--- config.mk ---
export PLATFORM = sky130hd
export DESIGN_NAME = fr_match_timer
export DESIGN_NICKNAME = d
export VERILOG_FILES = /design/src/rtl/frt_pkg.sv /design/src/rtl/frt_tick_gen.sv /design/src/rtl/frt_counter.sv /design/src/rtl/frt_match_ch.sv /design/src/rtl/fr_match_timer.sv
export SDC_FILE = /design/constraint.sdc
export NUM_CORES = 1
export LEC_CHECK = 0
export ABC_AREA = 0
export BUFFER_PORTS_ARGS = -buffer_cell sky130_fd_sc_hd__buf_4
export CAP_MARGIN = 20
export CORE_AREA = 3 3 215 217
export CTS_BUF_LIST = sky130_fd_sc_hd__clkbuf_16
export DETAILED_ROUTE_END_ITERATION = 10
export DIE_AREA = 0 0 218 220
export GPL_TIMING_DRIVEN = 0
export PLACE_DENSITY = 0.45
export SLEW_MARGIN = 0
export SYNTH_ARGS = -nofsm -noshare
export SYNTH_HDL_FRONTEND = slang
export SYNTH_SLANG_ARGS = --single-unit
export TNS_END_PERCENT = 5
--- constraint.sdc ---
create_clock -name clk -period 4.5 [get_ports clk]
set_input_delay 0.45 -clock clk [delete_from_list [all_inputs] [get_ports clk]]
set_output_delay 0.45 -clock clk [all_outputs]
set_load 0.005 [all_outputs]
--- src/rtl/frt_pkg.sv ---
package frt_pkg;

   localparam int unsigned RATE_VARIANT_A = 3_686_400;
   localparam int unsigned RATE_VARIANT_B = 3_250_000;

   // word index inside the 32-byte window
   localparam logic [2:0] IDX_COUNT  = 3'd4;
   localparam logic [2:0] IDX_STATUS = 3'd5;
   localparam logic [2:0] IDX_WDOG   = 3'd6;
   localparam logic [2:0] IDX_IEN    = 3'd7;

   typedef enum logic [2:0] {
      SEL_NONE,
      SEL_MATCH,
      SEL_COUNT,
      SEL_STATUS,
      SEL_WDOG,
      SEL_IEN
   } sel_e;

   function automatic int unsigned rate_of(input bit variant);
      return variant ? RATE_VARIANT_B : RATE_VARIANT_A;
   endfunction

endpackage

--- src/rtl/frt_tick_gen.sv ---
module frt_tick_gen #(
   parameter int unsigned CLK_HZ  = 125_000_000,
   parameter int unsigned RATE_HZ = 3_686_400
) (
   input  logic clk,
   input  logic rst,
   output logic tick
);

   generate
      if (RATE_HZ >= CLK_HZ) begin : g_every_cycle
         always_ff @(posedge clk) begin
            if (rst) tick <= 1'b0;
            else     tick <= 1'b1;
         end
      end else begin : g_fractional
         localparam int ACC_W = $clog2(CLK_HZ + RATE_HZ) + 1;
         logic [ACC_W-1:0] acc_q;
         logic [ACC_W-1:0] sum;
         logic             wrap;

         always_comb begin
            sum  = acc_q + ACC_W'(RATE_HZ);
            wrap = (sum >= ACC_W'(CLK_HZ));
         end

         always_ff @(posedge clk) begin
            if (rst) begin
               acc_q <= '0;
               tick  <= 1'b0;
            end else begin
               acc_q <= wrap ? (sum - ACC_W'(CLK_HZ)) : sum;
               tick  <= wrap;
            end
         end
      end
   endgenerate

endmodule

--- src/rtl/frt_counter.sv ---
module frt_counter #(
   parameter int CNT_W = 32
) (
   input  logic             clk,
   input  logic             rst,
   input  logic             tick,
   input  logic             load,
   input  logic [CNT_W-1:0] load_val,
   output logic [CNT_W-1:0] cnt_q,
   output logic [CNT_W-1:0] cnt_inc,
   output logic             step
);

   always_comb begin
      cnt_inc = cnt_q + CNT_W'(1);
      step    = tick && !load;
   end

   always_ff @(posedge clk) begin
      if (rst)       cnt_q <= '0;
      else if (load) cnt_q <= load_val;
      else if (step) cnt_q <= cnt_inc;
   end

endmodule

--- src/rtl/frt_match_ch.sv ---
module frt_match_ch #(
   parameter int CNT_W = 32
) (
   input  logic             clk,
   input  logic             rst,
   input  logic             wr_match,
   input  logic [CNT_W-1:0] wdata,
   input  logic             step,
   input  logic [CNT_W-1:0] cnt_inc,
   input  logic             enable,
   input  logic             clear,
   output logic [CNT_W-1:0] match_q,
   output logic             hit,
   output logic             event_q
);

   always_comb begin
      hit = step && (cnt_inc == match_q);
   end

   always_ff @(posedge clk) begin
      if (rst)           match_q <= '0;
      else if (wr_match) match_q <= wdata;
   end

   // a fresh event outranks a simultaneous clear
   always_ff @(posedge clk) begin
      if (rst)                  event_q <= 1'b0;
      else if (hit && enable)   event_q <= 1'b1;
      else if (clear)           event_q <= 1'b0;
   end

endmodule

--- src/rtl/fr_match_timer.sv ---
module fr_match_timer #(
   parameter int unsigned CLK_HZ  = 125_000_000,
   parameter bit          VARIANT = 1'b0,
   parameter int          CNT_W   = 32,
   parameter int          NUM_CH  = 4,
   parameter int          IEN_W   = 12,
   parameter int          ADDR_W  = 8,
   parameter int          WDOG_CH = 3
) (
   input  logic              clk,
   input  logic              rst,
   input  logic              wr_en,
   input  logic              rd_en,
   input  logic [ADDR_W-1:0] addr,
   input  logic [CNT_W-1:0]  wdata,
   output logic [CNT_W-1:0]  rdata,
   output logic              rd_err,
   output logic [NUM_CH-1:0] irq,
   output logic              reset_req
);
   import frt_pkg::*;

   localparam int unsigned RATE_HZ = rate_of(VARIANT);
   localparam int          CH_W    = $clog2(NUM_CH);

   generate
      if (NUM_CH != 4) begin : g_bad_ch
         $error("fr_match_timer: the address map holds exactly four channels");
      end
      if (IEN_W < NUM_CH || IEN_W > CNT_W) begin : g_bad_ien
         $error("fr_match_timer: enable mask width out of range");
      end
      if (ADDR_W < 6) begin : g_bad_addr
         $error("fr_match_timer: address must span at least 64 bytes");
      end
      if (WDOG_CH >= NUM_CH) begin : g_bad_wdog
         $error("fr_match_timer: watchdog channel does not exist");
      end
      if (CLK_HZ == 0) begin : g_bad_clk
         $error("fr_match_timer: clock rate must be nonzero");
      end
   endgenerate

   // ---------------- address decode ----------------
   sel_e            sel;
   logic [CH_W-1:0] ch;

   always_comb begin
      sel = SEL_NONE;
      ch  = addr[2 +: CH_W];
      if ((addr[ADDR_W-1:5] == '0) && (addr[1:0] == 2'b00)) begin
         case (addr[4:2])
            IDX_COUNT:  sel = SEL_COUNT;
            IDX_STATUS: sel = SEL_STATUS;
            IDX_WDOG:   sel = SEL_WDOG;
            IDX_IEN:    sel = SEL_IEN;
            default:    sel = SEL_MATCH;
         endcase
      end
   end

   logic load, wr_status, wr_wdog, wr_ien;
   always_comb begin
      load      = wr_en && (sel == SEL_COUNT);
      wr_status = wr_en && (sel == SEL_STATUS);
      wr_wdog   = wr_en && (sel == SEL_WDOG);
      wr_ien    = wr_en && (sel == SEL_IEN);
   end

   // ---------------- time base ----------------
   logic             tick;
   logic [CNT_W-1:0] cnt_q;
   logic [CNT_W-1:0] cnt_inc;
   logic             step;

   frt_tick_gen #(
      .CLK_HZ  (CLK_HZ),
      .RATE_HZ (RATE_HZ)
   ) u_tick (
      .clk  (clk),
      .rst  (rst),
      .tick (tick)
   );

   frt_counter #(
      .CNT_W (CNT_W)
   ) u_cnt (
      .clk      (clk),
      .rst      (rst),
      .tick     (tick),
      .load     (load),
      .load_val (wdata),
      .cnt_q    (cnt_q),
      .cnt_inc  (cnt_inc),
      .step     (step)
   );

   // ---------------- control registers ----------------
   logic [IEN_W-1:0]  ien_q;
   logic              wdog_q;
   logic              rreq_q;
   logic [NUM_CH-1:0] hit_v;
   logic [NUM_CH-1:0] event_v;
   logic [NUM_CH-1:0] clr_v;
   logic [NUM_CH-1:0][CNT_W-1:0] match_v;

   always_comb begin
      clr_v = wr_status ? wdata[NUM_CH-1:0] : '0;
   end

   always_ff @(posedge clk) begin
      if (rst)         ien_q <= '0;
      else if (wr_ien) ien_q <= wdata[IEN_W-1:0];
   end

   // arm-only watchdog and sticky reset request
   always_ff @(posedge clk) begin
      if (rst) begin
         wdog_q <= 1'b0;
         rreq_q <= 1'b0;
      end else begin
         if (wr_wdog && wdata[0])     wdog_q <= 1'b1;
         if (wdog_q && hit_v[WDOG_CH]) rreq_q <= 1'b1;
      end
   end

   // ---------------- match channels ----------------
   generate
      for (genvar i = 0; i < NUM_CH; i++) begin : g_ch
         frt_match_ch #(
            .CNT_W (CNT_W)
         ) u_ch (
            .clk      (clk),
            .rst      (rst),
            .wr_match (wr_en && (sel == SEL_MATCH) && (ch == CH_W'(i))),
            .wdata    (wdata),
            .step     (step),
            .cnt_inc  (cnt_inc),
            .enable   (ien_q[i]),
            .clear    (clr_v[i]),
            .match_q  (match_v[i]),
            .hit      (hit_v[i]),
            .event_q  (event_v[i])
         );
      end
   endgenerate

   // ---------------- read path ----------------
   logic [CNT_W-1:0] rd_val;
   logic             rd_bad;

   always_comb begin
      rd_val = '0;
      rd_bad = 1'b0;
      case (sel)
         SEL_MATCH:  rd_val = match_v[ch];
         SEL_COUNT:  rd_val = cnt_q;
         SEL_STATUS: rd_val = CNT_W'(event_v);
         SEL_WDOG:   rd_val = CNT_W'(wdog_q);
         SEL_IEN:    rd_val = CNT_W'(ien_q);
         default:    rd_bad = 1'b1;
      endcase
   end

   always_ff @(posedge clk) begin
      if (rst) begin
         rdata  <= '0;
         rd_err <= 1'b0;
      end else begin
         rdata  <= rd_en ? rd_val : '0;
         rd_err <= rd_en && rd_bad;
      end
   end

   assign irq       = event_v;
   assign reset_req = rreq_q;

endmodule

## Word level (Yosys, flattened, before mapping)

Cells that the tools add are included.

- Bits in registers: 240
- Latch bits: 0
- Memory bits (writable): 0
- ROM bits: 0
- Bits of input ports: 44
- Output and inout bits: 38
- Word-level logic and storage cells: 89
- Memories kept: 0

- Add/subtract/negate cells: 3
- Multiply operators: 0
- Div/mod/pow operators: 0
- Order comparisons: 2
- Equal/unequal tests: 16
- Shifts and indexed selects: 0
- Mux-type cells: 18
- Bitwise gates (word level): 1
- Reductions and logical operators: 33

Operators by type and width:

| operator | number |
|---|---|
| case mux 32 bit (5 select lines) | 1 |
| equality test 32 bit | 4 |
| 2-to-1 mux 32 bit | 3 |
| binary-select mux 32 bit (select 2 bit) | 1 |
| adder 32 x 1 -> 32 bit, second input constant | 1 |
| adder 28 x 22 -> 28 bit, second input constant | 1 |
| greater-or-equal comparator 28 x 27 -> 1 bit, second input constant | 1 |
| 2-to-1 mux 28 bit | 1 |
| subtractor 28 x 27 -> 28 bit, second input constant | 1 |
| logical AND 1 bit | 22 |
| equality test 3 bit, second input constant | 6 |
| case mux 3 bit (4 select lines) | 1 |
| nonzero test 2 bit | 5 |
| 2-to-1 mux 1 bit | 9 |
| equality test 3 x 2 -> 1 bit, second input constant | 2 |
| OR reduction 5 bit | 1 |
| equality test 2 bit, second input constant | 2 |
| logical NOT 2 bit | 2 |
| 2-to-1 mux 4 bit | 1 |
| equality test 3 x 1 -> 1 bit, second input constant | 1 |
| logical NOT 3 bit | 1 |
| < comparator 2 x 3 -> 1 bit, second input constant | 1 |
| 2-to-1 mux 3 bit | 1 |
| equality test 2 x 1 -> 1 bit, second input constant | 1 |
| other kinds (3) | 3 |

## Longest topological paths before layout

Gate-level depths: netlist (run 1).

- Depth after elaboration: 10
- Depth in mapped cells: 12
- Depth with buffers taken out: 10

## Modules after synthesis

A second synthesis (run 1) with hierarchy kept.

- Cell total of the unflattened synthesis: 1455
- Area total of the unflattened synthesis: 13217.7 um^2

Modules (own cells, without submodules):

| module | instances | cells each | area an instance (um^2) | seq. area each (um^2) |
|---|---|---|---|---|
| frt_match_ch | 4 | 153 | 1507.7 | 660.6 |
| fr_match_timer | 1 | 302 | 2982.9 | 940.9 |
| frt_counter | 1 | 321 | 2478.6 | 640.6 |
| frt_tick_gen | 1 | 220 | 1725.4 | 460.4 |

## Worst setup path after synthesis (run 1)

Ideal clock, no wire load.

- Path type: register -> register
- Start point: reg u_cnt.cnt_q[0]
- End point: reg rreq_q (netlist: reset_req)
- Library setup time: 0.061 ns
- Data arrival time: 3.130 ns
- Data required time: 4.439 ns
- Path slack: 1.310 ns
- Stages on the path, launching flop included: 11
- Path buffers: 2
- Period minus slack after synthesis: 3.190 ns
- Cells stage by stage: dfxtp_1 > buf_2 > nand3_2 > or4_1 > buf_4 > nor2_2 > xor3_1 > or4_1 > or4_1 > nor4_2 > a32o_1

- Cells in the longest elaborated chain, start to end: 4

RTL lines:

| element | RTL line | source |
|---|---|---|
| start: declaration | frt_counter.sv:9 | `output logic [CNT_W-1:0] cnt_q,` |
| start signal: assignment | frt_counter.sv:21 | `else if (load) cnt_q <= load_val;` |
| start signal: assignment | frt_counter.sv:22 | `else if (step) cnt_q <= cnt_inc;` |
| adder 32 x 1 -> 32 bit | frt_counter.sv:15 | `cnt_inc = cnt_q + CNT_W'(1);` |
| equality test 32 bit | frt_match_ch.sv:18 | `hit = step && (cnt_inc == match_q);` |
| logical AND 1 bit | frt_match_ch.sv:18 |  |
| logical AND 1 bit | fr_match_timer.sv:123 | `if (wdog_q && hit_v[WDOG_CH]) rreq_q <= 1'b1;` |
| end signal: assignment | fr_match_timer.sv:120 | `rreq_q <= 1'b0;` |
| end signal: assignment | fr_match_timer.sv:123 |  |
| end: declaration | fr_match_timer.sv:101 | `logic rreq_q;` |

No other way between the ends.
A chain may end at the register's enable or synchronous reset.

## Final worst setup path (run 1)

- Start point: reg u_cnt.cnt_q[1]
- End point: reg rreq_q (netlist: reset_req)

The elaborated chain is that of the path after synthesis.

==> results of run 1 <==
[worst reg2reg max path, delay by kind of cell, from the launching register on]
kind	cells	cell delay, ns
adder cells (fa/ha/maj)	1	0.20
flip-flops	1	0.48
AO/OA/AOI/OAI	3	1.12
AND/OR/NAND/NOR	4	2.37
buffers and inverters	1	0.20
[per-stage QoR]
step	TNS [ns]	cells	instance area (um^2)	setup WS (ns)	utilization
3_5_place_dp	-0.144	2342	14600	-0.0884	0.330
6_report	0	2396	15500	0.0911	0.350
4_1_cts	0	2392	15500	0.126	0.350
5_1_grt	0	2396	15500	0.0472	0.350
2_1_floorplan	0	1667	13300	1.31	-
3_3_place_gp	-0.237	2338	14600	-0.136	0.329
[worst paths after layout]
path                            cells after the start                       end  slack, ns           start
worst max register to register                      9                 reset_req       0.09  u_cnt.cnt_q[1]
worst max-delay path                                9                 reset_req       0.09  u_cnt.cnt_q[1]
worst min register to register                      2                  ien_q[8]       0.46        ien_q[8]
worst min-delay path                                3  g_ch[1].u_ch.match_q[19]       0.13       wdata[19]
[power by group]
group / leakage (nW) / total, mW / internal, mW / switching, mW
clock: 0.442 / 2.17 / 1.21 / 0.956
sequential: 1.89 / 2.10 / 2.09 / 0.0133
combinational: 2.76 / 0.283 / 0.0953 / 0.188
[cells in the mapped netlist, types with 4 or more instances]
cell type,n,share of area
sky130_fd_sc_hd__or4_1,8,0.0045
sky130_fd_sc_hd__nor2b_1,8,0.0038
sky130_fd_sc_hd__a311oi_1,4,0.0026
sky130_fd_sc_hd__mux2_2,4,0.0034
sky130_fd_sc_hd__xor2_1,70,0.046
sky130_fd_sc_hd__nor3b_1,14,0.0079
sky130_fd_sc_hd__ha_1,5,0.0047
sky130_fd_sc_hd__a211oi_1,34,0.019
sky130_fd_sc_hd__or2_2,4,0.0019
sky130_fd_sc_hd__nand2_1,352,0.10
sky130_fd_sc_hd__and4_1,7,0.0046
sky130_fd_sc_hd__o21a_1,4,0.0023
sky130_fd_sc_hd__a21oi_1,189,0.071
sky130_fd_sc_hd__dfxtp_1,234,0.35
sky130_fd_sc_hd__a31oi_1,8,0.0038
sky130_fd_sc_hd__inv_1,17,0.0048
sky130_fd_sc_hd__and3_1,15,0.0071
sky130_fd_sc_hd__buf_2,21,0.0079
sky130_fd_sc_hd__a22o_1,4,0.0026
sky130_fd_sc_hd__o211ai_1,5,0.0028
sky130_fd_sc_hd__or3_1,18,0.0085
sky130_fd_sc_hd__nor2_1,108,0.031
sky130_fd_sc_hd__o31ai_1,4,0.0023
sky130_fd_sc_hd__nor4_1,15,0.0071
sky130_fd_sc_hd__a22oi_1,34,0.019
sky130_fd_sc_hd__nand4_1,31,0.015
sky130_fd_sc_hd__buf_1,7,0.0020
sky130_fd_sc_hd__a221oi_1,6,0.0040
sky130_fd_sc_hd__nand3_1,43,0.016
sky130_fd_sc_hd__o22ai_1,5,0.0024
sky130_fd_sc_hd__a2111oi_0,9,0.0059
sky130_fd_sc_hd__nand3b_1,4,0.0023
sky130_fd_sc_hd__mux4_2,32,0.054
sky130_fd_sc_hd__nor3_1,27,0.010
sky130_fd_sc_hd__o2111ai_1,6,0.0040
sky130_fd_sc_hd__buf_4,6,0.0034
sky130_fd_sc_hd__xnor2_1,105,0.069
sky130_fd_sc_hd__and2_1,6,0.0028
sky130_fd_sc_hd__clkbuf_1,97,0.027
sky130_fd_sc_hd__mux2i_1,6,0.0045
sky130_fd_sc_hd__o21ai_0,37,0.014
[metal layers]
layer  vias up  share of wire
li1       6096              -
met1      6393           0.45
met2       466           0.46
met3        87          0.069
met4         0          0.030
met5         -              0
[state kept, by name, summed over array words and instances, names as in the netlist]
signal	flops
u_tick.tick	1
rd_err	1
u_tick.g_fractional.acc_q	22
g_ch.u_ch.event_q	4
wdog_q	1
rdata	32
g_ch.u_ch.match_q	128
u_cnt.cnt_q	32
ien_q	12
reset_req	1
[final cells by class]
type / instances / area [um^2] / area share
Buffer: 131 / 541 / 0.0348
Sequential cell: 234 / 4680 / 0.302
Clock inverter: 21 / 124 / 0.00798
Inverter: 18 / 67.6 / 0.00435
Multi-Input combinational cell: 1284 / 7980 / 0.514
Clock buffer: 29 / 726 / 0.0467
Tap cell: 592 / 741 / 0.0477
Timing Repair Buffer: 87 / 659 / 0.0425
[kinds of logic (layout without fill, tap and decap cells)]
logic type / Yosys count / count (layout) / synth area share
AO/OA/AOI/OAI: 377 / 377 / 0.175
XOR/XNOR: 177 / 177 / 0.119
AND/OR/NAND/NOR: 683 / 683 / 0.240
adder cells (fa/ha/maj): 5 / 5 / 0.00472
flip-flops: 234 / 234 / 0.353
buffers and inverters: 149 / 286 / 0.0458
multiplexers: 42 / 42 / 0.0622
[timing repair]
action                                  4_1_cts  5_1_grt
resized for setup                             1        0
endpoints found under the setup margin        2        2
hold buffers                                  0        0
buffers inserted                              0        2
pin swaps                                     0        1
==> flow_results.xml, run 1 <==
<?xml version="1.0" encoding="UTF-8"?>
<metrics>
  <group name="run_status">
    <metric name="outcome" unit="">completed</metric>
  </group>
  <group name="place">
    <metric name="numPortBuffers" unit="">79</metric>
    <metric name="globalplace.congestion" unit="">0.979</metric>
    <metric name="detailedPlacementHpwl" unit="um">45700</metric>
  </group>
  <group name="drt">
    <metric name="finalWirelength" unit="um">60200</metric>
    <metric name="detail_route.drc_violations" unit="">0</metric>
    <metric name="viasPerCell" unit="">5.44</metric>
    <metric name="firstDrtPassIters" unit="">6</metric>
    <metric name="drt_iter0_markers" unit="">1201</metric>
    <metric name="drt_antenna_net_count" unit="">0</metric>
    <metric name="routed-via-count" unit="">13000</metric>
    <metric name="drt-wirelength-per-cell" unit="um">25.1</metric>
  </group>
  <group name="critical_path">
    <metric name="critPathMaxFanout" unit="">8</metric>
    <metric name="cpPeakStageDelay" unit="ns">0.95</metric>
    <metric name="critical-path-slowest-cell" unit="">sky130_fd_sc_hd__nor4_1</metric>
    <metric name="critPathRequiredTime" unit="ns">5.03</metric>
    <metric name="crit_chain" unit="">ha_1 -&gt; buf_2 -&gt; nand4_1 -&gt; nor4_1 -&gt; nor2_1 -&gt; a221oi_1 -&gt; o311ai_0 -&gt; nor4_1 -&gt; a32o_1</metric>
    <metric name="cp.buffers_inverters" unit="">1</metric>
    <metric name="critPathKind" unit="">reg2reg</metric>
    <metric name="arrival" unit="ns">4.94</metric>
    <metric name="timing.critical_path.to_type" unit="">flop</metric>
    <metric name="cp_common_cell" unit="">sky130_fd_sc_hd__nor4_1</metric>
    <metric name="critical_path.top_delay_family" unit="">simple AND/OR/NAND/NOR gates</metric>
    <metric name="critPathLaunchType" unit="">flop</metric>
  </group>
  <group name="timing">
    <metric name="tightest_slew" unit="ns">1.12</metric>
    <metric name="setup_violating_endpoint_count_in_the_final_report" unit="">0</metric>
    <metric name="endpoints_failing_hold" unit="">0</metric>
    <metric name="final_min_period_over_clock_period" unit="">0.980</metric>
    <metric name="finClkSkew" unit="ns">0.0294</metric>
    <metric name="achievable-frequency" unit="MHz">227</metric>
    <metric name="hold_slack" unit="ns">0.129</metric>
    <metric name="timing_max_transition_violations_final" unit="">0</metric>
    <metric name="clock_period_minus_worst_slack" unit="ns">4.41</metric>
    <metric name="relSlewSlack" unit="">0.257</metric>
    <metric name="grt_setup_unrepaired" unit="">no</metric>
  </group>
  <group name="power">
    <metric name="post-layout-total-power" unit="mW">4.55</metric>
    <metric name="max-vdd-ir-drop" unit="uV">237</metric>
    <metric name="p_leak" unit="nW">5.09</metric>
    <metric name="power_density" unit="nW/um^2">293</metric>
  </group>
  <group name="global_routing">
    <metric name="grt_pass1_vias" unit="">12500</metric>
    <metric name="grt_start_max_net_pins" unit="">16</metric>
    <metric name="grt_util_met3" unit="">0.0491</metric>
    <metric name="grt_pass1_wl" unit="um">87500</metric>
    <metric name="grt_util_met1" unit="">0.334</metric>
    <metric name="grt.total_usage" unit="">0.247</metric>
    <metric name="global_route.usage.met2" unit="">0.402</metric>
    <metric name="grt_antenna_before_repair" unit="">0</metric>
    <metric name="grt.busiest_layer" unit="">met2</metric>
    <metric name="grt.overflow.total" unit="">0</metric>
  </group>
  <group name="synth">
    <metric name="synth_cells" unit="">1667</metric>
    <metric name="yosys_most_used_dff" unit="">sky130_fd_sc_hd__dfxtp_1</metric>
    <metric name="ys_async_sr_fraction" unit="">0</metric>
    <metric name="net_count_after_synthesis" unit="">1716</metric>
    <metric name="count_of_flip_flops_with_a_built_in_enable_after_synthesis" unit="">0</metric>
    <metric name="syn_area_per_cell" unit="um^2">7.96</metric>
    <metric name="yosys.cell_types.count" unit="">76</metric>
    <metric name="mappedNetlistArea" unit="um^2">13300</metric>
    <metric name="synthesis.yosys.warnings" unit="">0</metric>
    <metric name="postSynthRegisterBits" unit="">234</metric>
    <metric name="fraction_of_the_yosys_area_taken_by_sequential_cells" unit="">0.353</metric>
  </group>
  <group name="clock_tree">
    <metric name="cts.reportedPaths.clkPinSlew" unit="ns">0.06</metric>
    <metric name="clock_latency" unit="ns">0.60</metric>
    <metric name="htree_num_levels" unit="">1</metric>
    <metric name="clock_sink_count" unit="">234</metric>
    <metric name="root_buffer" unit="">sky130_fd_sc_hd__clkbuf_16</metric>
    <metric name="clockBufferDepth" unit="">3</metric>
    <metric name="numCtsBuffers" unit="">29</metric>
    <metric name="tritoncts" unit="">built</metric>
  </group>
  <group name="die">
    <metric name="initial_utilization" unit="">0.299</metric>
    <metric name="io_pins" unit="">82</metric>
    <metric name="placeableCoreArea" unit="um^2">44300</metric>
    <metric name="die_width" unit="um">218</metric>
    <metric name="die_h" unit="um">220</metric>
    <metric name="num_rows" unit="">77</metric>
    <metric name="die_area" unit="um^2">48000</metric>
  </group>
  <group name="final_layout">
    <metric name="fill_cells" unit="">4814</metric>
    <metric name="fin_nets" unit="">1834</metric>
    <metric name="post_route_cells_drive_above_1_share" unit="">0.114</metric>
    <metric name="final_cell_mix" unit="">sky130_fd_sc_hd__nand2_1 (352), sky130_fd_sc_hd__dfxtp_1 (234), sky130_fd_sc_hd__a21oi_1 (189)</metric>
    <metric name="num_antenna_cells" unit="">0</metric>
    <metric name="final_common_cell" unit="">sky130_fd_sc_hd__nand2_1</metric>
    <metric name="syn_to_final_growth" unit="%">17.0</metric>
  </group>
  <group name="flow_run">
    <metric name="maxCapViolCount" unit="">0</metric>
  </group>
  <group name="worst_hold_path">
    <metric name="timing.hold.worst.class" unit="">in2reg</metric>
  </group>
</metrics>
No activity file was read; power rests on OpenSTA's default activity.
==> run 2: changes to the inputs <==
Clock period 4.5 ns to 4.85 ns, I/O delays scaled along.
==> run 2 against run 1 <==
  * Clock power decreased by 7%
  * Core utilization about the same
  * Clock skew decreased by 0.0024 ns
  * Largest cell class unchanged
==> flow_results.xml, run 2 (synthesized netlist as in run 1, its figures left out) <==
<?xml version="1.0" encoding="UTF-8"?>
<metrics>
  <group name="timing">
    <metric name="achievable-frequency" unit="MHz">226</metric>
    <metric name="final_min_period_over_clock_period" unit="">0.913</metric>
    <metric name="hold_slack" unit="ns">0.165</metric>
    <metric name="setup_violating_endpoint_count_in_the_final_report" unit="">0</metric>
    <metric name="endpoints_failing_hold" unit="">0</metric>
    <metric name="finClkSkew" unit="ns">0.0270</metric>
    <metric name="relSlewSlack" unit="">0.262</metric>
    <metric name="timing_max_transition_violations_final" unit="">0</metric>
    <metric name="fin_tns_setup" unit="ns">0</metric>
    <metric name="clock_period_minus_worst_slack" unit="ns">4.43</metric>
    <metric name="tightest_slew" unit="ns">1.11</metric>
    <metric name="grt_setup_unrepaired" unit="">no</metric>
  </group>
  <group name="critical_path">
    <metric name="critPathKind" unit="">reg2reg</metric>
    <metric name="critPathLaunchType" unit="">flop</metric>
    <metric name="critPathMaxFanout" unit="">9</metric>
    <metric name="critical-path-slowest-cell" unit="">sky130_fd_sc_hd__nor4_4</metric>
    <metric name="arrival" unit="ns">4.96</metric>
    <metric name="critical_path.reg2reg.startpoint" unit="">u_cnt.cnt_q[16]</metric>
    <metric name="timing.critical_path.to_type" unit="">flop</metric>
    <metric name="crit_chain" unit="">clkbuf_1 -&gt; and4_1 -&gt; clkbuf_1 -&gt; nand2_1 -&gt; nor4_4 -&gt; mux2i_1 -&gt; o211ai_1 -&gt; or4_1 -&gt; nor4_2 -&gt; a32o_1</metric>
    <metric name="critPathRequiredTime" unit="ns">5.38</metric>
    <metric name="cp_common_cell" unit="">sky130_fd_sc_hd__clkbuf_1</metric>
    <metric name="cp-startpoint" unit="">u_cnt.cnt_q[16]</metric>
    <metric name="cpPeakStageDelay" unit="ns">0.65</metric>
  </group>
  <group name="global_routing">
    <metric name="grt_start_max_net_pins" unit="">16</metric>
    <metric name="grt_pass1_wl" unit="um">87500</metric>
    <metric name="grt.overflow.total" unit="">0</metric>
    <metric name="grt.total_usage" unit="">0.247</metric>
    <metric name="grt_pass1_vias" unit="">12500</metric>
    <metric name="grt_antenna_before_repair" unit="">0</metric>
  </group>
  <group name="clock_tree">
    <metric name="cts_hold_repair.buffers" unit="">0</metric>
    <metric name="htree_num_levels" unit="">1</metric>
    <metric name="clockBufferDepth" unit="">3</metric>
    <metric name="clock_latency" unit="ns">0.60</metric>
    <metric name="tritoncts" unit="">built</metric>
    <metric name="cts.reportedPaths.clkPinSlew" unit="ns">0.07</metric>
    <metric name="root_buffer" unit="">sky130_fd_sc_hd__clkbuf_16</metric>
    <metric name="clock_sink_count" unit="">234</metric>
    <metric name="numCtsBuffers" unit="">29</metric>
  </group>
  <group name="drt">
    <metric name="drt_antenna_net_count" unit="">0</metric>
    <metric name="firstDrtPassIters" unit="">6</metric>
    <metric name="drt-wirelength-per-cell" unit="um">25.1</metric>
    <metric name="drt_iter0_markers" unit="">1211</metric>
    <metric name="finalWirelength" unit="um">60100</metric>
    <metric name="viasPerCell" unit="">5.45</metric>
    <metric name="routed-via-count" unit="">13100</metric>
    <metric name="detail_route.drc_violations" unit="">0</metric>
  </group>
  <group name="place">
    <metric name="detailedPlacementHpwl" unit="um">45700</metric>
    <metric name="globalplace.congestion" unit="">0.979</metric>
    <metric name="placed_cell_area" unit="um^2">14600</metric>
    <metric name="dp.cells" unit="">2342</metric>
    <metric name="numPortBuffers" unit="">79</metric>
  </group>
  <group name="final_layout">
    <metric name="max_flop_register" unit="">g_ch.u_ch.match_q</metric>
    <metric name="largest_reg_flops" unit="">128</metric>
    <metric name="post_route_cells_drive_above_1_share" unit="">0.113</metric>
    <metric name="number_of_cells_in_the_finished_layout_apart_from_fillers" unit="">2394</metric>
    <metric name="final_common_cell" unit="">sky130_fd_sc_hd__nand2_1</metric>
    <metric name="finish.utilization" unit="">0.350</metric>
    <metric name="top_regs" unit="">g_ch.u_ch.match_q x128, rdata x32, u_cnt.cnt_q x32</metric>
    <metric name="num_antenna_cells" unit="">0</metric>
    <metric name="fin_nets" unit="">1832</metric>
    <metric name="post-route-cell-area" unit="um^2">15500</metric>
    <metric name="final_cell_mix" unit="">sky130_fd_sc_hd__nand2_1 (352), sky130_fd_sc_hd__dfxtp_1 (234), sky130_fd_sc_hd__a21oi_1 (189)</metric>
    <metric name="syn_to_final_growth" unit="%">16.9</metric>
  </group>
  <group name="power">
    <metric name="power_density" unit="nW/um^2">272</metric>
    <metric name="p_leak" unit="nW">5.08</metric>
    <metric name="max-vdd-ir-drop" unit="uV">223</metric>
  </group>
  <group name="flow_run">
    <metric name="maxCapViolCount" unit="">0</metric>
  </group>
  <group name="die">
    <metric name="die_area" unit="um^2">48000</metric>
    <metric name="die_width" unit="um">218</metric>
    <metric name="die_h" unit="um">220</metric>
    <metric name="initial_utilization" unit="">0.299</metric>
    <metric name="io_pins" unit="">82</metric>
    <metric name="num_rows" unit="">77</metric>
    <metric name="placeableCoreArea" unit="um^2">44300</metric>
  </group>
  <group name="worst_hold_path">
    <metric name="timing.hold.worst.start" unit="">wdata[19]</metric>
    <metric name="timing.hold.worst.class" unit="">in2reg</metric>
  </group>
  <group name="run_status">
    <metric name="outcome" unit="">completed</metric>
  </group>
</metrics>
## run 2: critical path: cells and delay by family, from the launching register on
| kind | cells | cell delay (ns) |
|---|---|---|
| simple gates | 5 | 2.42 |
| buf+inv | 2 | 0.66 |
| mux | 1 | 0.51 |
| compound gates | 2 | 0.47 |
| flops | 1 | 0.31 |
## run 2: final cells by class
class | instances | area [um^2]
Multi-Input combinational cell | 1284 | 7980
Timing Repair Buffer | 85 | 644
Clock inverter | 21 | 124
Fill cell | 4813 | 28800
Sequential cell | 234 | 4680
Clock buffer | 29 | 726
Tap cell | 592 | 741
Inverter | 18 | 67.6
Buffer | 131 | 541
## run 2: per-layer routing
metal | vias up | wire (um) | track usage
li1 | 6091 | - | -
met1 | 6392 | 26600 | 0.334
met2 | 485 | 27300 | 0.402
met3 | 83 | 4440 | 0.0491
met4 | 0 | 1780 | 0.0668
met5 | - | 0 | 0
## run 2: what timing repair did
item                       4_1_cts  5_1_grt
setup endpoints to repair        0        1
resized for setup                0        1
setup buffers                    0        0
## run 2: where the power goes
| part | switching [mW] | total (mW) | internal, mW |
|---|---|---|---|
| logic | 0.174 | 0.262 | 0.0884 |
| registers | 0.0124 | 1.95 | 1.94 |
| clock network | 0.890 | 2.02 | 1.12 |
## run 2: through the flow
| stage | total power [mW] | setup WS (ns) |
|---|---|---|
| 2_1_floorplan | 2.13 | 1.66 |
| 6_report | 4.23 | 0.423 |
| 4_1_cts | 4.28 | 0.237 |
| 5_1_grt | 4.38 | 0.272 |
| 3_3_place_gp | 2.25 | 0.214 |
| 3_5_place_dp | 2.25 | 0.262 |
## run 2: worst paths after layout
path,depth (start not counted),to,slack [ns]
setup / recovery,10,reset_req,0.42
hold / removal,3,g_ch[1].u_ch.match_q[19],0.17
setup reg to reg,10,reset_req,0.42
hold reg to reg,2,ien_q[8],0.46
==> run 3: changes to the inputs <==
Settings changed: REMOVE_ABC_BUFFERS from default to 1.
==> run 3 against run 2 <==
  * Sequential power is essentially flat
  * Sequential share of layout area grew 0.16 points
  * Maximum frequency shrank 4.7%
  * Core utilization shrank 0.19 points
  * Non-clock buffer count shrank 108
  * Cell area shrank 0.54%
  * Global-route usage shrank 3.4 points
  * Combinational power shrank 13%
  * Clock skew shrank 0.015 ns
  * Critical endpoint unchanged
==> flow_results.xml, run 3 (synthesized netlist as in run 1, its figures left out) <==
<?xml version="1.0" encoding="UTF-8"?>
<metrics>
  <group name="power">
    <metric name="sequentialPowerShare" unit="">0.464</metric>
    <metric name="p_leak" unit="nW">5.01</metric>
    <metric name="power.clock.fraction" unit="">0.482</metric>
    <metric name="power.net_switching" unit="mW">1.06</metric>
    <metric name="max-vdd-ir-drop" unit="uV">215</metric>
    <metric name="power_density" unit="nW/um^2">273</metric>
    <metric name="post-layout-total-power" unit="mW">4.21</metric>
    <metric name="power.internal" unit="mW">3.15</metric>
    <metric name="p_comb_frac" unit="">0.054</metric>
    <metric name="sw_frac_of_total" unit="">0.253</metric>
  </group>
  <group name="final_layout">
    <metric name="top_regs" unit="">g_ch.u_ch.match_q x128, rdata x32, u_cnt.cnt_q x32</metric>
    <metric name="number_of_cells_in_the_finished_layout_apart_from_fillers" unit="">2290</metric>
    <metric name="post-route-cell-area" unit="um^2">15400</metric>
    <metric name="final_cell_mix" unit="">sky130_fd_sc_hd__nand2_1 (352), sky130_fd_sc_hd__dfxtp_1 (234), sky130_fd_sc_hd__a21oi_1 (189)</metric>
    <metric name="fin_nets" unit="">1724</metric>
    <metric name="syn_to_final_growth" unit="%">16.3</metric>
    <metric name="post_route_cells_drive_above_1_share" unit="">0.128</metric>
    <metric name="max_flop_register" unit="">g_ch.u_ch.match_q</metric>
    <metric name="largest_reg_flops" unit="">128</metric>
    <metric name="final_common_cell" unit="">sky130_fd_sc_hd__nand2_1</metric>
  </group>
  <group name="timing">
    <metric name="fin_tns_setup" unit="ns">0</metric>
    <metric name="finClkSkew" unit="ns">0.0117</metric>
    <metric name="tightest_slew" unit="ns">0.984</metric>
    <metric name="endpoints_failing_hold" unit="">0</metric>
    <metric name="final_min_period_over_clock_period" unit="">0.958</metric>
    <metric name="hold_slack" unit="ns">0.195</metric>
    <metric name="relSlewSlack" unit="">0.342</metric>
    <metric name="setup_violating_endpoint_count_in_the_final_report" unit="">0</metric>
    <metric name="clock_period_minus_worst_slack" unit="ns">4.64</metric>
    <metric name="achievable-frequency" unit="MHz">215</metric>
    <metric name="grt_setup_unrepaired" unit="">no</metric>
    <metric name="timing_max_transition_violations_final" unit="">0</metric>
  </group>
  <group name="critical_path">
    <metric name="crit_chain" unit="">ha_1 -&gt; and4_1 -&gt; nand3_2 -&gt; nor4b_1 -&gt; xnor2_1 -&gt; xnor2_1 -&gt; a2111o_1 -&gt; nor4_2 -&gt; a32o_1</metric>
    <metric name="critPathLaunchType" unit="">flop</metric>
    <metric name="cp-startpoint" unit="">u_cnt.cnt_q[0]</metric>
    <metric name="cpPeakStageDelay" unit="ns">0.65</metric>
    <metric name="critical_path.reg2reg.endpoint" unit="">reset_req</metric>
    <metric name="timing.critical_path.to_type" unit="">flop</metric>
    <metric name="critPathKind" unit="">reg2reg</metric>
    <metric name="critPathMaxFanout" unit="">16</metric>
    <metric name="cp_common_cell" unit="">sky130_fd_sc_hd__xnor2_1</metric>
    <metric name="cp.buffers_inverters" unit="">0</metric>
    <metric name="critPathRequiredTime" unit="ns">5.36</metric>
    <metric name="critical_path.reg2reg.startpoint" unit="">u_cnt.cnt_q[0]</metric>
    <metric name="critical_path.top_delay_family" unit="">simple AND/OR/NAND/NOR gates</metric>
    <metric name="reg2reg_depth" unit="">9</metric>
    <metric name="critical-path-slowest-cell" unit="">sky130_fd_sc_hd__dfxtp_1</metric>
    <metric name="r2r_slack" unit="ns">0.21</metric>
    <metric name="arrival" unit="ns">5.15</metric>
  </group>
  <group name="drt">
    <metric name="firstDrtPassIters" unit="">5</metric>
    <metric name="drt-wirelength-per-cell" unit="um">22.7</metric>
    <metric name="drt_iter0_markers" unit="">1046</metric>
    <metric name="viasPerCell" unit="">5.38</metric>
    <metric name="routed-via-count" unit="">12300</metric>
    <metric name="top_layer" unit="">met4</metric>
    <metric name="met3WireLength" unit="um">3090</metric>
    <metric name="met2WireLength" unit="um">24500</metric>
    <metric name="finalWirelength" unit="um">52000</metric>
    <metric name="detail_route.drc_violations" unit="">0</metric>
    <metric name="detailed_routing_wirelength_on_met1" unit="um">23400</metric>
    <metric name="drt_antenna_net_count" unit="">0</metric>
  </group>
  <group name="clock_tree">
    <metric name="clockBufferDepth" unit="">3</metric>
    <metric name="cts.reportedPaths.clkPinSlew" unit="ns">0.06</metric>
    <metric name="numCtsBuffers" unit="">29</metric>
    <metric name="root_buffer" unit="">sky130_fd_sc_hd__clkbuf_16</metric>
    <metric name="clock_sink_count" unit="">234</metric>
    <metric name="cts_hold_repair.buffers" unit="">0</metric>
    <metric name="htree_num_levels" unit="">1</metric>
    <metric name="clock_latency" unit="ns">0.57</metric>
    <metric name="tritoncts" unit="">built</metric>
  </group>
  <group name="global_routing">
    <metric name="grt.total_usage" unit="">0.213</metric>
    <metric name="grt_antenna_before_repair" unit="">1</metric>
    <metric name="grt_pass1_wl" unit="um">78200</metric>
    <metric name="grt.overflow.total" unit="">0</metric>
    <metric name="grt_start_max_net_pins" unit="">113</metric>
    <metric name="grt_pass1_vias" unit="">11900</metric>
  </group>
  <group name="place">
    <metric name="detailedPlacementHpwl" unit="um">37500</metric>
    <metric name="globalplace.congestion" unit="">0.909</metric>
    <metric name="dp.cells" unit="">2236</metric>
    <metric name="placed_cell_area" unit="um^2">14600</metric>
    <metric name="numPortBuffers" unit="">81</metric>
  </group>
  <group name="worst_hold_path">
    <metric name="hold_path_depth" unit="">3</metric>
    <metric name="hold_end" unit="">g_ch[1].u_ch.match_q[22]</metric>
    <metric name="timing.hold.worst.class" unit="">in2reg</metric>
    <metric name="timing.hold.worst.start" unit="">wdata[22]</metric>
  </group>
  <group name="run_status">
    <metric name="outcome" unit="">completed</metric>
  </group>
  <group name="die">
    <metric name="placeableCoreArea" unit="um^2">44300</metric>
    <metric name="initial_utilization" unit="">0.299</metric>
    <metric name="die_width" unit="um">218</metric>
    <metric name="die_area" unit="um^2">48000</metric>
    <metric name="die_h" unit="um">220</metric>
    <metric name="num_rows" unit="">77</metric>
    <metric name="io_pins" unit="">82</metric>
  </group>
  <group name="flow_run">
    <metric name="maxCapViolCount" unit="">0</metric>
  </group>
</metrics>
[run 3: cell count changes in the layout (fill, tap and decap cells not counted), sizes merged]
cell	delta
clkinv	+3
clkbuf	-97
clkinvlp	+1
inv	-1
buf	-11
diode	+1
[run 3: worst max path at each step]
stage / endpoint / cells after the start
floorplan: g_ch[1].u_ch.match_q[0] / 6
global placement: g_ch[1].u_ch.match_q[20] / 7
detailed placement: reset_req / 9
CTS: reset_req / 9
global route: reset_req / 9
finish: reset_req / 9
[run 3: area by class of cell]
| type | count | area (um^2) |
|---|---|---|
| tap | 592 | 741 |
| fill | 4668 | 28900 |
| clock inverter | 24 | 134 |
| multi-input combinational | 1284 | 8030 |
| timing repair buffer | 108 | 1040 |
| inverter | 18 | 67.6 |
| sequential | 234 | 4680 |
| antenna | 1 | 2.50 |
| clock buffer | 29 | 726 |
[run 3: stage by stage]
stage	utilization	worst slack [ns]
after detailed placement	0.328	-0.0542
after floorplan	-	-0.488
after global routing	0.348	0.0424
after CTS	0.348	0.218
after global placement	0.318	-6.79
final	0.348	0.205
[run 3: routing by layer]
metal / track usage / up-vias
met5: 0 / -
li1: - / 5885
met4: 0.0463 / 0
met1: 0.294 / 5988
met2: 0.354 / 381
met3: 0.0294 / 59
[run 3: power by group through the flow]
stage	combinational [mW]	clock, mW	sequential, mW
2_1_floorplan	0.0974	0	1.99
3_3_place_gp	0.219	0	2.00
3_5_place_dp	0.227	0	2.00
4_1_cts	0.228	2.08	1.96
5_1_grt	0.251	2.15	1.96
6_report	0.228	2.03	1.96
[run 3: tightest hold or removal path, delay by kind of cell]
kind,cells,cell delay [ns]
compound gates,1,0.05
buf+inv,1,0.13
simple gates,1,0.05
[run 3: repair_timing]
item | CTS | global route
endpoints found under the hold margin | 0 | 0
pin swaps | 0 | 0
gates resized for setup | 1 | 2
setup buffers | 0 | 0
setup endpoints to repair | 2 | 2
